## config.mk

```make
export PLATFORM = sky130hd
export DESIGN_NAME = trip_cmd_decoder
export DESIGN_NICKNAME = d
export VERILOG_FILES = /design/src/rtl/trip_cmd_pkg.sv /design/src/rtl/trip_cmd_parser.sv /design/src/rtl/trip_req_ctrl.sv /design/src/rtl/trip_cmd_decoder.sv
export SDC_FILE = /design/constraint.sdc
export NUM_CORES = 1
export LEC_CHECK = 0
export BUFFER_PORTS_ARGS = -buffer_cell sky130_fd_sc_hd__buf_4
export CAP_MARGIN = 20
export CORE_MARGIN = 2
export CORE_UTILIZATION = 50
export DETAILED_ROUTE_END_ITERATION = 10
export GPL_TIMING_DRIVEN = 0
export PLACE_DENSITY = 0.77
export SLEW_MARGIN = 30
export SYNTH_ARGS = -nofsm -noshare
export SYNTH_HDL_FRONTEND = slang
export SYNTH_SLANG_ARGS = --single-unit
```

## constraint.sdc

```tcl
create_clock -name clk -period 1.9 [get_ports clk]
set_input_delay 0.38 -clock clk [delete_from_list [all_inputs] [get_ports clk]]
set_output_delay 0.38 -clock clk [all_outputs]
set_load 0.03 [all_outputs]
```

## src/rtl/trip_cmd_pkg.sv

```systemverilog
package trip_cmd_pkg;

  localparam int NUM_CH = 3;
  localparam int BYTE_W = 8;

  typedef enum logic [2:0] {
    ST_IDLE,   // waiting for an armed start
    ST_DEV,    // expecting device byte
    ST_ADDR,   // expecting threshold address
    ST_DATA,   // expecting zero data byte
    ST_STOP,   // command complete, waiting for stop
    ST_DROP    // transfer abandoned until next stop/start
  } parse_st_e;

  typedef struct packed {
    logic       valid;
    logic       is_clr;
    logic [1:0] ch;
  } cmd_t;

  // Address layout: bit0 must be 1, bit1 selects clear, bits[3:2] pick channel.
  function automatic cmd_t decode_addr(input logic [BYTE_W-1:0] a);
    cmd_t c;
    c = '0;
    if (a[BYTE_W-1:4] == '0 && a[0]) begin
      c.is_clr = a[1];
      unique case (a[3:2])
        2'b00:   begin c.valid = 1'b1; c.ch = 2'd0; end
        2'b10:   begin c.valid = 1'b1; c.ch = 2'd1; end
        2'b11:   begin c.valid = 1'b1; c.ch = 2'd2; end
        default: begin c.valid = 1'b0; c.ch = 2'd0; end
      endcase
    end
    return c;
  endfunction

endpackage

```

## src/rtl/trip_cmd_parser.sv

```systemverilog
module trip_cmd_parser
  import trip_cmd_pkg::*;
#(
  parameter logic [BYTE_W-1:0] DEV_BYTE = 8'hA0
) (
  input  logic              clk,
  input  logic              rst_n,
  input  logic              bus_start,
  input  logic              bus_stop,
  input  logic              byte_vld,
  input  logic [BYTE_W-1:0] byte_data,
  input  logic              hv_ok,
  input  logic              busy,
  output logic              ack,
  output logic              fire,
  output cmd_t              fire_cmd
);

  parse_st_e st_q, st_d;
  cmd_t      cmd_q, cmd_d;
  logic      ack_q, ack_d;
  cmd_t      dec;

  assign dec = decode_addr(byte_data);

  always_comb begin
    st_d  = st_q;
    cmd_d = cmd_q;
    ack_d = 1'b0;
    fire  = 1'b0;
    if (bus_start) begin
      if (busy)               st_d = ST_IDLE;
      else if (st_q != ST_IDLE && st_q != ST_DROP) st_d = ST_DROP; // repeated start
      else if (hv_ok)         st_d = ST_DEV;
      else                    st_d = ST_DROP;
    end else if (bus_stop) begin
      if (st_q == ST_STOP) fire = 1'b1;
      st_d = ST_IDLE;
    end else if (byte_vld) begin
      unique case (st_q)
        ST_DEV: begin
          if (byte_data == DEV_BYTE) begin ack_d = 1'b1; st_d = ST_ADDR; end
          else st_d = ST_DROP;
        end
        ST_ADDR: begin
          if (dec.valid) begin ack_d = 1'b1; cmd_d = dec; st_d = ST_DATA; end
          else st_d = ST_DROP;
        end
        ST_DATA: begin
          if (byte_data == '0) begin ack_d = 1'b1; st_d = ST_STOP; end
          else st_d = ST_DROP;
        end
        ST_STOP: st_d = ST_DROP;
        default: st_d = st_q;
      endcase
    end
  end

  always_ff @(posedge clk or negedge rst_n) begin
    if (!rst_n) begin
      st_q  <= ST_IDLE;
      cmd_q <= '0;
      ack_q <= 1'b0;
    end else begin
      st_q  <= st_d;
      ack_q <= ack_d;
      if (byte_vld) cmd_q <= cmd_d;
    end
  end

  assign ack      = ack_q;
  assign fire_cmd = cmd_q;


  ack_follows_byte_chk: assert property (@(posedge clk) disable iff (!rst_n)
    ack |-> $past(byte_vld));


  no_fire_on_start_chk: assert property (@(posedge clk) disable iff (!rst_n)
    $past(bus_start) |-> st_q != ST_STOP);

endmodule

```

## src/rtl/trip_req_ctrl.sv

```systemverilog
module trip_req_ctrl
  import trip_cmd_pkg::*;
#(
  parameter int CH = NUM_CH
) (
  input  logic          clk,
  input  logic          rst_n,
  input  logic          fire,
  input  cmd_t          fire_cmd,
  input  logic          hv_ok,
  output logic          busy,
  output logic [CH-1:0] prog_req,
  output logic [CH-1:0] rst_req,
  output logic          done
);

  logic [CH-1:0] prog_q, prog_d, clr_q, clr_d;
  logic          done_q, done_d;
  logic [CH-1:0] sel;

  assign sel  = CH'(1) << fire_cmd.ch;
  assign busy = |{prog_q, clr_q};

  always_comb begin
    prog_d = prog_q;
    clr_d  = clr_q;
    done_d = 1'b0;
    if (busy) begin
      if (!hv_ok) begin
        prog_d = '0;
        clr_d  = '0;
        done_d = 1'b1;
      end
    end else if (fire) begin
      if (fire_cmd.is_clr) clr_d  = sel;
      else                 prog_d = sel;
    end
  end

  always_ff @(posedge clk or negedge rst_n) begin
    if (!rst_n) begin
      prog_q <= '0;
      clr_q  <= '0;
      done_q <= 1'b0;
    end else begin
      prog_q <= prog_d;
      clr_q  <= clr_d;
      done_q <= done_d;
    end
  end

  assign prog_req = prog_q;
  assign rst_req  = clr_q;
  assign done     = done_q;


  onehot_req_chk: assert property (@(posedge clk) disable iff (!rst_n)
    $onehot0({prog_q, clr_q}));


  req_rise_fire_chk: assert property (@(posedge clk) disable iff (!rst_n)
    $rose(busy) |-> $past(fire));


  done_cause_chk: assert property (@(posedge clk) disable iff (!rst_n)
    done |-> ($past(busy) && !$past(hv_ok) && !busy));


  req_hold_chk: assert property (@(posedge clk) disable iff (!rst_n)
    ($past(busy) && $past(hv_ok)) |-> $stable({prog_q, clr_q}));

endmodule

```

## src/rtl/trip_cmd_decoder.sv

```systemverilog
module trip_cmd_decoder
  import trip_cmd_pkg::*;
#(
  parameter logic [7:0] DEV_BYTE = 8'hA0
) (
  input  logic       clk,
  input  logic       rst_n,
  input  logic       bus_start,
  input  logic       bus_stop,
  input  logic       byte_vld,
  input  logic [7:0] byte_data,
  input  logic       hv_ok,
  output logic       ack,
  output logic [2:0] prog_req,
  output logic [2:0] rst_req,
  output logic       done
);

  logic busy;
  logic fire;
  cmd_t fire_cmd;

  trip_cmd_parser #(.DEV_BYTE(DEV_BYTE)) u_parser (
    .clk(clk), .rst_n(rst_n), .bus_start(bus_start), .bus_stop(bus_stop),
    .byte_vld(byte_vld), .byte_data(byte_data), .hv_ok(hv_ok), .busy(busy),
    .ack(ack), .fire(fire), .fire_cmd(fire_cmd)
  );

  trip_req_ctrl #(.CH(NUM_CH)) u_req (
    .clk(clk), .rst_n(rst_n), .fire(fire), .fire_cmd(fire_cmd), .hv_ok(hv_ok),
    .busy(busy), .prog_req(prog_req), .rst_req(rst_req), .done(done)
  );

endmodule

```

==> run metrics, run 1 <==
Final #Nets=127; Remaining DRCs=0; Max-Cap Viols=0; leak pwr=roughly 0.48 nW; Vias=between 700 and 800; clk buf depth=2; Worst setup SP type=register; GPL Wtd Cong=approximately 0.85; commonest non-fill, non-tap cell in the layout=buf_4; Final Hold Vio Count=0; DR WL/cell=13.6 um; worst hold endpoint=u_req.done; num ports=22; mapped cell area=between 800 and 900 um2; # port buffers=21; final setup vio count=0; initial antenna violation count=0; dpl hpwl=about 1300 um; later-pin clock latency in the skew report=0.28 ns; Overall Global Routing Usage=between 10% and 20%; slew at the pin closest to its max-slew limit=between 0.4 and 0.5 ns; total CTS buffers=3; worst reg-to-reg setup slack=0.08 ns; CP arrival=between 1.5 and 2 ns; Setup crit end kind=register; FF+latch count, synth=14; core area=between 0.0015 and 0.002 mm2; skew final=~0.011 ns; HP Start=hv_ok; First DRT Iteration DRCs=13; Achievable Freq=around 0.55 GHz; Row Count=14; number of diodes=0; Layout area overhead=32.1%; Post-Synthesis Net Count=98; htree depth=1; DP Cell Count=roughly 120; hold crit path type=in -> reg; Post-DRT Antenna Nets=0; fraction of layout cells with a size suffix above 1=38.7%; die footprint=0.00197 mm2; status=finished, final reports clean; Reg clk slew, reported paths=around 0.080 ns; most frequent cells in the layout=23 x buf_4, 14 x dfrtp_1, 8 x mux2_2; Non-Filler Instances=between 100 and 150; warnings from Yosys=0; post-synth cell types=31; average size of a mapped cell=approximately 9.7 um2; Mapped Cells=between 80 and 90; vias per inst=between 5 and 6; CTS tree=done; initial core utilization=a little over half; Final period util=between 90% and 100%; vias in the first global route=approximately 680; CTS Sinks=14; final global-route overflow total=0; Worst Path Class, Setup=reg -> reg; r2r worst-path depth=5; worst r2r src=u_req.rst_req[1]; First-pass DRT Iterations=4; Worst EP required=2.06 ns; drt total wl=around 1700 um; Power per Cell Area=~1000 mW/mm2; Rel. slew slack=between 70% and 80%; largest net degree at the start of global routing=15; Critical R2R Capture=u_req.rst_req[2]; Power Total=approximately 1.1 mW; first-pass GRT wire length=2770 um; die height=approximately 44 um; sequential area share after synthesis=a little over two fifths; largest fanout on the critical path=5; hold path cells=2; peak supply drop=approximately 0.81 mV; CTS root buffer=clkbuf_4; DIE WIDTH=~44 um; Tmin final=roughly 1.8 ns; pins over their slew limit=0
## kinds of logic (layout without fill, tap and decap cells)
kind of cell,after synthesis,in the layout,share of synthesized area [%]
and+or+nand+nor,39,39,26.9
AOI/OAI and AO/OA,14,14,12.0
DFF,14,14,43.0
muxes,10,10,13.5
buffers and inverters,5,32,2.46
xor gates and xnor gates,2,2,2.15
## worst max-delay path by stage
stage               slack (ns)  cells after the start        startpoint                end
finish                    0.08                      5  u_req.rst_req[1]   u_req.rst_req[2]
global route            -0.001                      5  u_req.rst_req[0]   u_req.rst_req[2]
CTS                       0.01                      5  u_parser.st_q[0]  u_req.prog_req[1]
detailed placement       -0.04                      5  u_req.rst_req[1]  u_req.prog_req[1]
global placement         0.003                      5  u_req.rst_req[1]  u_req.prog_req[1]
floorplan                 0.02                      5  u_req.rst_req[1]   u_req.rst_req[0]
## synth_stat cells (all sizes together)
master,n,share of area [%]
o21ai,5,3.5
xnor2,1,1.1
nand4b,1,1.1
or4,2,2.8
o41ai,2,2.2
a32o,1,1.4
and2,1,0.77
nand4,2,1.5
mux2i,2,2.5
nor2,8,3.7
a41o,1,1.2
nor4,2,1.5
inv,2,0.92
buf,1,0.61
xor2,1,1.1
dfrtp,14,43
nor2b,2,1.5
nand2b,3,2.3
nand3,6,3.7
clkbuf,2,0.92
nand2,6,2.8
nor4bb,1,1.2
a31oi,1,0.77
mux2,8,11
nor3,2,1.2
o22ai,1,0.77
a21oi,2,1.2
nor3b,3,2.8
o211ai,1,0.92
## stage by stage
stage	instance area [um2]	util [%]	TNS [ns]	hold slack (ns)	setup WS, ns
global placement	992	65.1	0	0.234	0.00290
floorplan	815	-	0	0.0844	0.0204
global route	1080	70.6	-0.00117	0.308	-0.00117
finish	1080	70.6	0	0.307	0.0784
CTS	1040	68.1	0	0.271	0.0148
detailed placement	992	65.1	-0.146	0.236	-0.0413
## layout make-up
cell class,instances,area (um2)
Buffer,3,15.0
Clock buffer,3,22.5
Fill cell,115,448
Inverter,2,7.51
Multi-Input combinational cell,65,478
Sequential cell,14,350
Tap cell,16,20.0
Timing Repair Buffer,24,183
## where the power goes
part	switching [mW]	total (mW)	internal, mW
combinational	0.296	0.548	0.253
sequential	0.0283	0.374	0.346
clock	0.0855	0.159	0.0735
total	0.409	1.08	0.672
## worst max-delay path, stage by stage, from the launching register on
cell	delay, ns
dfrtp_1	0.41
nor4_2	0.32
and2_1	0.16
clkbuf_4	0.19
mux2i_4	0.28
mux2_2	0.36
## what timing repair did
item                                   in CTS  in global routing
endpoints found under the hold margin      14                  0
pin swaps                                   0                  1
resized for setup                           3                  4
setup endpoints to repair                   6                  8
buffers inserted                            0                  2
hold buffers                                1                  0
## routing by layer
metal | up-vias | GRT usage [%] | wire, um
met5 | - | 0 | 0
met4 | 0 | 6.67 | 27
li1 | 371 | - | -
met1 | 329 | 24.4 | 756
met2 | 20 | 32.4 | 844
met3 | 4 | 6.53 | 98
## state kept, by name, summed over array words and instances (netlist names)
name,cells
u_parser.fire_cmd,3
u_parser.st_q,3
u_req.prog_req,3
u_req.rst_req,3
u_parser.ack,1
u_req.done,1
No activity file was read; power rests on OpenSTA's default activity.
==> run 2, diff against run 1 <==
--- a/config.mk
+++ b/config.mk
@@ -5,13 +5,13 @@
 export SDC_FILE = /design/constraint.sdc
 export NUM_CORES = 1
 export LEC_CHECK = 0
-export BUFFER_PORTS_ARGS = -buffer_cell sky130_fd_sc_hd__buf_4
+export BUFFER_PORTS_ARGS = -buffer_cell sky130_fd_sc_hd__buf_2
 export CAP_MARGIN = 20
 export CORE_MARGIN = 2
-export CORE_UTILIZATION = 50
+export CORE_UTILIZATION = 51
+export CTS_BUF_LIST = sky130_fd_sc_hd__clkbuf_8
 export DETAILED_ROUTE_END_ITERATION = 10
-export GPL_TIMING_DRIVEN = 0
-export PLACE_DENSITY = 0.77
+export PLACE_DENSITY = 0.78
 export SLEW_MARGIN = 30
 export SYNTH_ARGS = -nofsm -noshare
 export SYNTH_HDL_FRONTEND = slang
==> run 2 against run 1 <==
Global-route usage up 3.1 points. Combinational power down 10%. Clock skew down 0.0097 ns. Fmax up 1.8%. Register-to-register slack better by 0.03 ns. Non-clock buffer count up 2. Via count up 3.0%. Flip-flop and latch count unchanged. Count of clock-buffer cells in the layout up 1. Sequential power up 8.6%. Die area down 1.8%.
==> run metrics, run 2 (synthesis results as in run 1) <==
Worst Path Class, Setup=reg -> reg; later-pin clock latency in the skew report=0.24 ns (-0.04 ns); CP max stage delay=0.39 ns (-0.02 ns); final global-route overflow total=0 (unchanged); GPL Wtd Cong=0.806 (-5.8%); hold crit path type=in -> async; pins over their slew limit=0 (unchanged); Final Hold Vio Count=0 (unchanged); fraction of layout cells with a size suffix above 1=40.4% (+1.6 points); first-pass GRT wire length=3160 um (+14%); Worst EP required=2.02 ns (-0.04 ns); grt met3 use=4.17% (-2.4 points); htree depth=1 (unchanged); Max-Cap Viols=0 (unchanged); Post-DRT Antenna Nets=0 (unchanged); Vias=746 (+3.0%); num ports=22 (unchanged); dpl hpwl=1500 um (+15%); most frequent cells in the layout=21 x buf_2, 14 x dfrtp_1, 8 x nor2_1, 8 x mux2_2, 8 x buf_4; Tmin final=1.79 ns (-0.0315 ns); unrepaired setup endpoints after global routing=false; TNS Setup=0 ns (unchanged); clk buf depth=2 (unchanged); Power per Cell Area=1140 mW/mm2 (+13%); leak pwr=0.497 nW (+4.0%); postcts setup bufs=0 (unchanged); # port buffers=21 (unchanged); final setup vio count=0 (unchanged); Row Count=14 (unchanged); grt met1 use=31.0% (+6.6 points); Final #Nets=129 (+1.6%); CP arrival=1.91 ns (-0.07 ns); Core Util, Final=69.3% (-1.3 points); die height=44.0 um (-0.89%); total CTS buffers=3 (unchanged); crit-path cells=nor4_1 -> and2_2 -> mux2i_1 -> buf_4 -> mux2_2; Rel. slew slack=76.1% (+6.0 points); DIE WIDTH=44.0 um (-0.89%); CTS Sinks=14 (unchanged); slew at the pin closest to its max-slew limit=0.355 ns (-0.0935 ns); vias in the first global route=718 (+5.3%); CP max-delay cell=dfrtp_1; largest net degree at the start of global routing=15 (unchanged); grt met2 use=37.1% (+4.7 points); largest fanout on the critical path=4 (-1); DP Cell Count=126 (+4.1%); most used routing layer=met2; First DRT Iteration DRCs=11 (-2); CTS root buffer=clkbuf_8; DR WL/cell=15.0 um (+10%); commonest non-fill, non-tap cell in the layout=buf_2; Achievable Freq=0.559 GHz (+1.8%); Power Total=1.19 mW (+9.7%); Worst setup SP type=register; First-pass DRT Iterations=4 (unchanged); initial antenna violation count=0 (unchanged); Overall Global Routing Usage=22.8% (+3.1 points); die footprint=0.00193 mm2 (-1.8%); Reg clk slew, reported paths=0.06 ns (-0.02 ns); Worst Setup SP=u_req.rst_req[1]; Final period util=94.2% (-1.7 points); Non-Filler Instances=130 (+2.4%); peak supply drop=0.626 mV (-22%); CTS tree=done; status=finished, final reports clean; initial core utilization=54.1% (+0.62 points); Layout area overhead=28.1%; core area=0.00151 mm2 (-1.1%); WHS=0.0237 ns (-0.283 ns); worst r2r src=u_req.rst_req[1]; drt total wl=1950 um (+13%); skew final=0.00111 ns (-0.00973 ns); vias per inst=5.74 (+0.66%); Remaining DRCs=0 (unchanged); Setup crit end kind=register; number of diodes=0 (unchanged)
[run 2: cell count changes in the layout (fill, tap and decap cells not counted), sizes merged]
cell         delta
buf             +6
clkbuf          -2
dlygate4sd3     -1
[run 2: layout make-up]
type                       count  area, um2
clock buffer                   4       55.1
fill                         124        463
inverter                       2       7.51
multi-input combinational     65        445
sequential                    14        350
tap                           16       20.0
timing repair buffer          29        165
[run 2: worst paths after layout]
path,end,slack (ns),cells after the start
max,u_req.rst_req[2],0.11,5
min,u_req.prog_req[1],0.02,1
max reg2reg,u_req.rst_req[2],0.11,5
min reg2reg,u_req.prog_req[0],0.54,1
max in group asynchronous,u_parser.st_q[1],1.64,1
min in group clk,u_req.done,0.34,2
[run 2: metrics by stage]
step | setup WS (ns) | instance area (um2)
after floorplan | 0.0204 | 815
after global placement | 0.0603 | 987
after detailed placement | 0.0422 | 987
after CTS | 0.0872 | 1040
after global routing | 0.000848 | 1040
final | 0.110 | 1040
[run 2: worst max-delay path, delay by kind of cell (launching register included)]
family | cells | cell delay [ns]
buf+inv | 1 | 0.16
mux | 2 | 0.54
flops | 1 | 0.39
simple gates | 2 | 0.58
[run 2: what timing repair did]
action | CTS | global route
endpoints found under the setup margin | 0 | 3
gates resized for setup | 0 | 1
hold buffers | 0 | 0
[run 2: power by group]
part / internal, mW / total (mW) / switching (mW)
Clock: 0.183 / 0.287 / 0.104
Sequential: 0.347 / 0.406 / 0.0597
Combinational: 0.232 / 0.493 / 0.261
Total: 0.761 / 1.19 / 0.425
[run 2: metal layers]
layer,routed length [um],up-vias
met4,0,0
li1,-,370
met5,0,-
met1,888,355
met3,92,0
met2,969,21
==> run 3, diff against run 2 <==
==> constraint.sdc (replaced) <==
create_clock -name clk -period 2.2 [get_ports clk]
set_input_delay 0.44 -clock clk [delete_from_list [all_inputs] [get_ports clk]]
set_output_delay 0.44 -clock clk [all_outputs]
set_load 0.03 [all_outputs]
==> run 3 against run 2 <==
Wire length down 11%. Final area down 5.0%. Worst setup slack better by 0.17 ns. Sequential power down 12%. Hold slack better by 0.050 ns. Non-clock buffer count down 5. First-iteration DRC count down 9.1%. Critical path type unchanged. Critical endpoint unchanged. Largest power group is now registers.
==> run metrics, run 3 (synthesis results as in run 1) <==
status=finished, final reports clean; TNS Setup=0 ns (unchanged); initial core utilization=54.1% (unchanged); pins over their slew limit=0 (unchanged); Layout area overhead=21.7%; Row Count=14 (unchanged); largest fanout on the critical path=5 (+1); Tmin final=1.92 ns (+0.126 ns); commonest non-fill, non-tap cell in the layout=buf_2; Remaining DRCs=0 (unchanged); First DRT Iteration DRCs=10 (-1); CTS root buffer=clkbuf_8; post-route cell area=991 um2 (-5.0%); Setup crit end kind=register; clk buf depth=2 (unchanged); r2r worst-path depth=4 (-1); Final Hold Vio Count=0 (unchanged); GPL Wtd Cong=0.809 (+0.40%); later-pin clock latency in the skew report=0.25 ns (about the same); hold crit path type=in -> async; die footprint=0.00193 mm2 (unchanged); Achievable Freq=0.522 GHz (-6.6%); slew at the pin closest to its max-slew limit=0.359 ns (+0.00358 ns); fraction of layout cells with a size suffix above 1=36.1% (-4.2 points); peak supply drop=0.467 mV (-25%); total CTS buffers=3 (unchanged); Power per Cell Area=930 mW/mm2 (-18%); Reg clk slew, reported paths=0.06 ns (about the same); Core Util, Final=65.8% (-3.5 points); CTS tree=done; Final #Nets=124 (-3.9%); number of diodes=0 (unchanged); largest net degree at the start of global routing=15 (unchanged); skew final=0.00408 ns (+0.00297 ns); Vias=723 (-3.1%); CP arrival=2.04 ns (+0.13 ns); first-pass GRT wire length=3010 um (-4.8%); CTS resizes=0 (unchanged); Worst Path Class, Setup=reg -> reg; vias per inst=5.83 (+1.6%); htree depth=1 (unchanged); unrepaired setup endpoints after global routing=false; CTS hold repair buffers=0 (unchanged); # port buffers=21 (unchanged); # fillers=131 (+5.6%); Register Area=350 um2 (unchanged); CTS Sinks=14 (unchanged); Area after DPL=950 um2 (-3.8%); postcts setup bufs=0 (unchanged); Overall Global Routing Usage=21.4% (-1.3 points); final global-route overflow total=0 (unchanged); drt total wl=1730 um (-11%); most frequent cells in the layout=21 x buf_2, 14 x dfrtp_1, 8 x nor2_1, 8 x mux2_2; Worst EP required=2.33 ns (+0.31 ns); Final period util=87.1% (-7.1 points); DR WL/cell=14.0 um (-6.9%); Rel. slew slack=75.4% (-0.70 points); First-pass DRT Iterations=4 (unchanged); Max-Cap Viols=0 (unchanged); footprint of the multi-input gates=444 um2 (-0.28%); core area=0.00151 mm2 (unchanged); final setup vio count=0 (unchanged); initial antenna violation count=0 (unchanged); Worst setup SP type=register; leak pwr=0.465 nW (-6.5%); num ports=22 (unchanged); die height=44.0 um (unchanged); Post-DRT Antenna Nets=0 (unchanged); vias in the first global route=701 (-2.4%); dpl hpwl=1390 um (-7.5%); DIE WIDTH=44.0 um (unchanged)
==> run 3: cell types whose count changed in the layout (fill, tap and decap cells not counted), sizes merged <==
cell    change
clkbuf      -1
buf         -5
==> run 3: power breakdown <==
part	total (mW)	leakage (nW)	internal, mW	switching, mW
clock	0.207	0.0216	0.121	0.0862
sequential	0.359	0.189	0.299	0.0600
combinational	0.355	0.255	0.158	0.197
total	0.921	0.465	0.578	0.343
==> run 3: layout make-up <==
cell class | count | share of cell area [%]
clock buffer | 3 | 4.17
multi-input combinational | 65 | 44.8
sequential | 14 | 35.4
inverter | 2 | 0.758
timing repair buffer | 24 | 12.9
tap | 16 | 2.02
==> run 3: final timing paths <==
path,start,to,slack [ns]
worst max-delay path,u_req.rst_req[1],u_req.rst_req[2],0.28
worst min-delay path,rst_n,u_req.prog_req[2],0.07
worst max register to register,u_req.rst_req[1],u_req.rst_req[2],0.28
worst min register to register,u_req.prog_req[2],u_req.prog_req[2],0.53
max in group asynchronous,rst_n,u_req.prog_req[0],1.89
min in group clk,hv_ok,u_req.done,0.40
==> run 3: metal layers <==
layer	up-vias	share of wire (%)	track usage (%)	wire, um
met4	0	0.98	7.27	17
met3	3	5.1	6.25	88
met5	-	0	0	0
li1	359	-	-	-
met2	17	48	34.7	827
met1	344	46	27.3	799
==> run 3: per-stage QoR <==
stage                     setup WS [ns]  cells  power (mW)  hold slack [ns]
after floorplan                   0.320     84       0.627            0.144
after global placement            0.289    121       0.707            0.344
after detailed placement          0.262    121       0.716            0.349
after CTS                         0.296    124       0.927           0.0867
after global routing              0.126    124       0.982            0.102
final                             0.284    124       0.921           0.0733
==> run 3: worst max-delay path, cell delays in order, from the launching register on <==
cell and delay, ns:
dfrtp_1 0.39, nor4_1 0.34, and2_1 0.30, mux2i_1 0.39, mux2_2 0.38
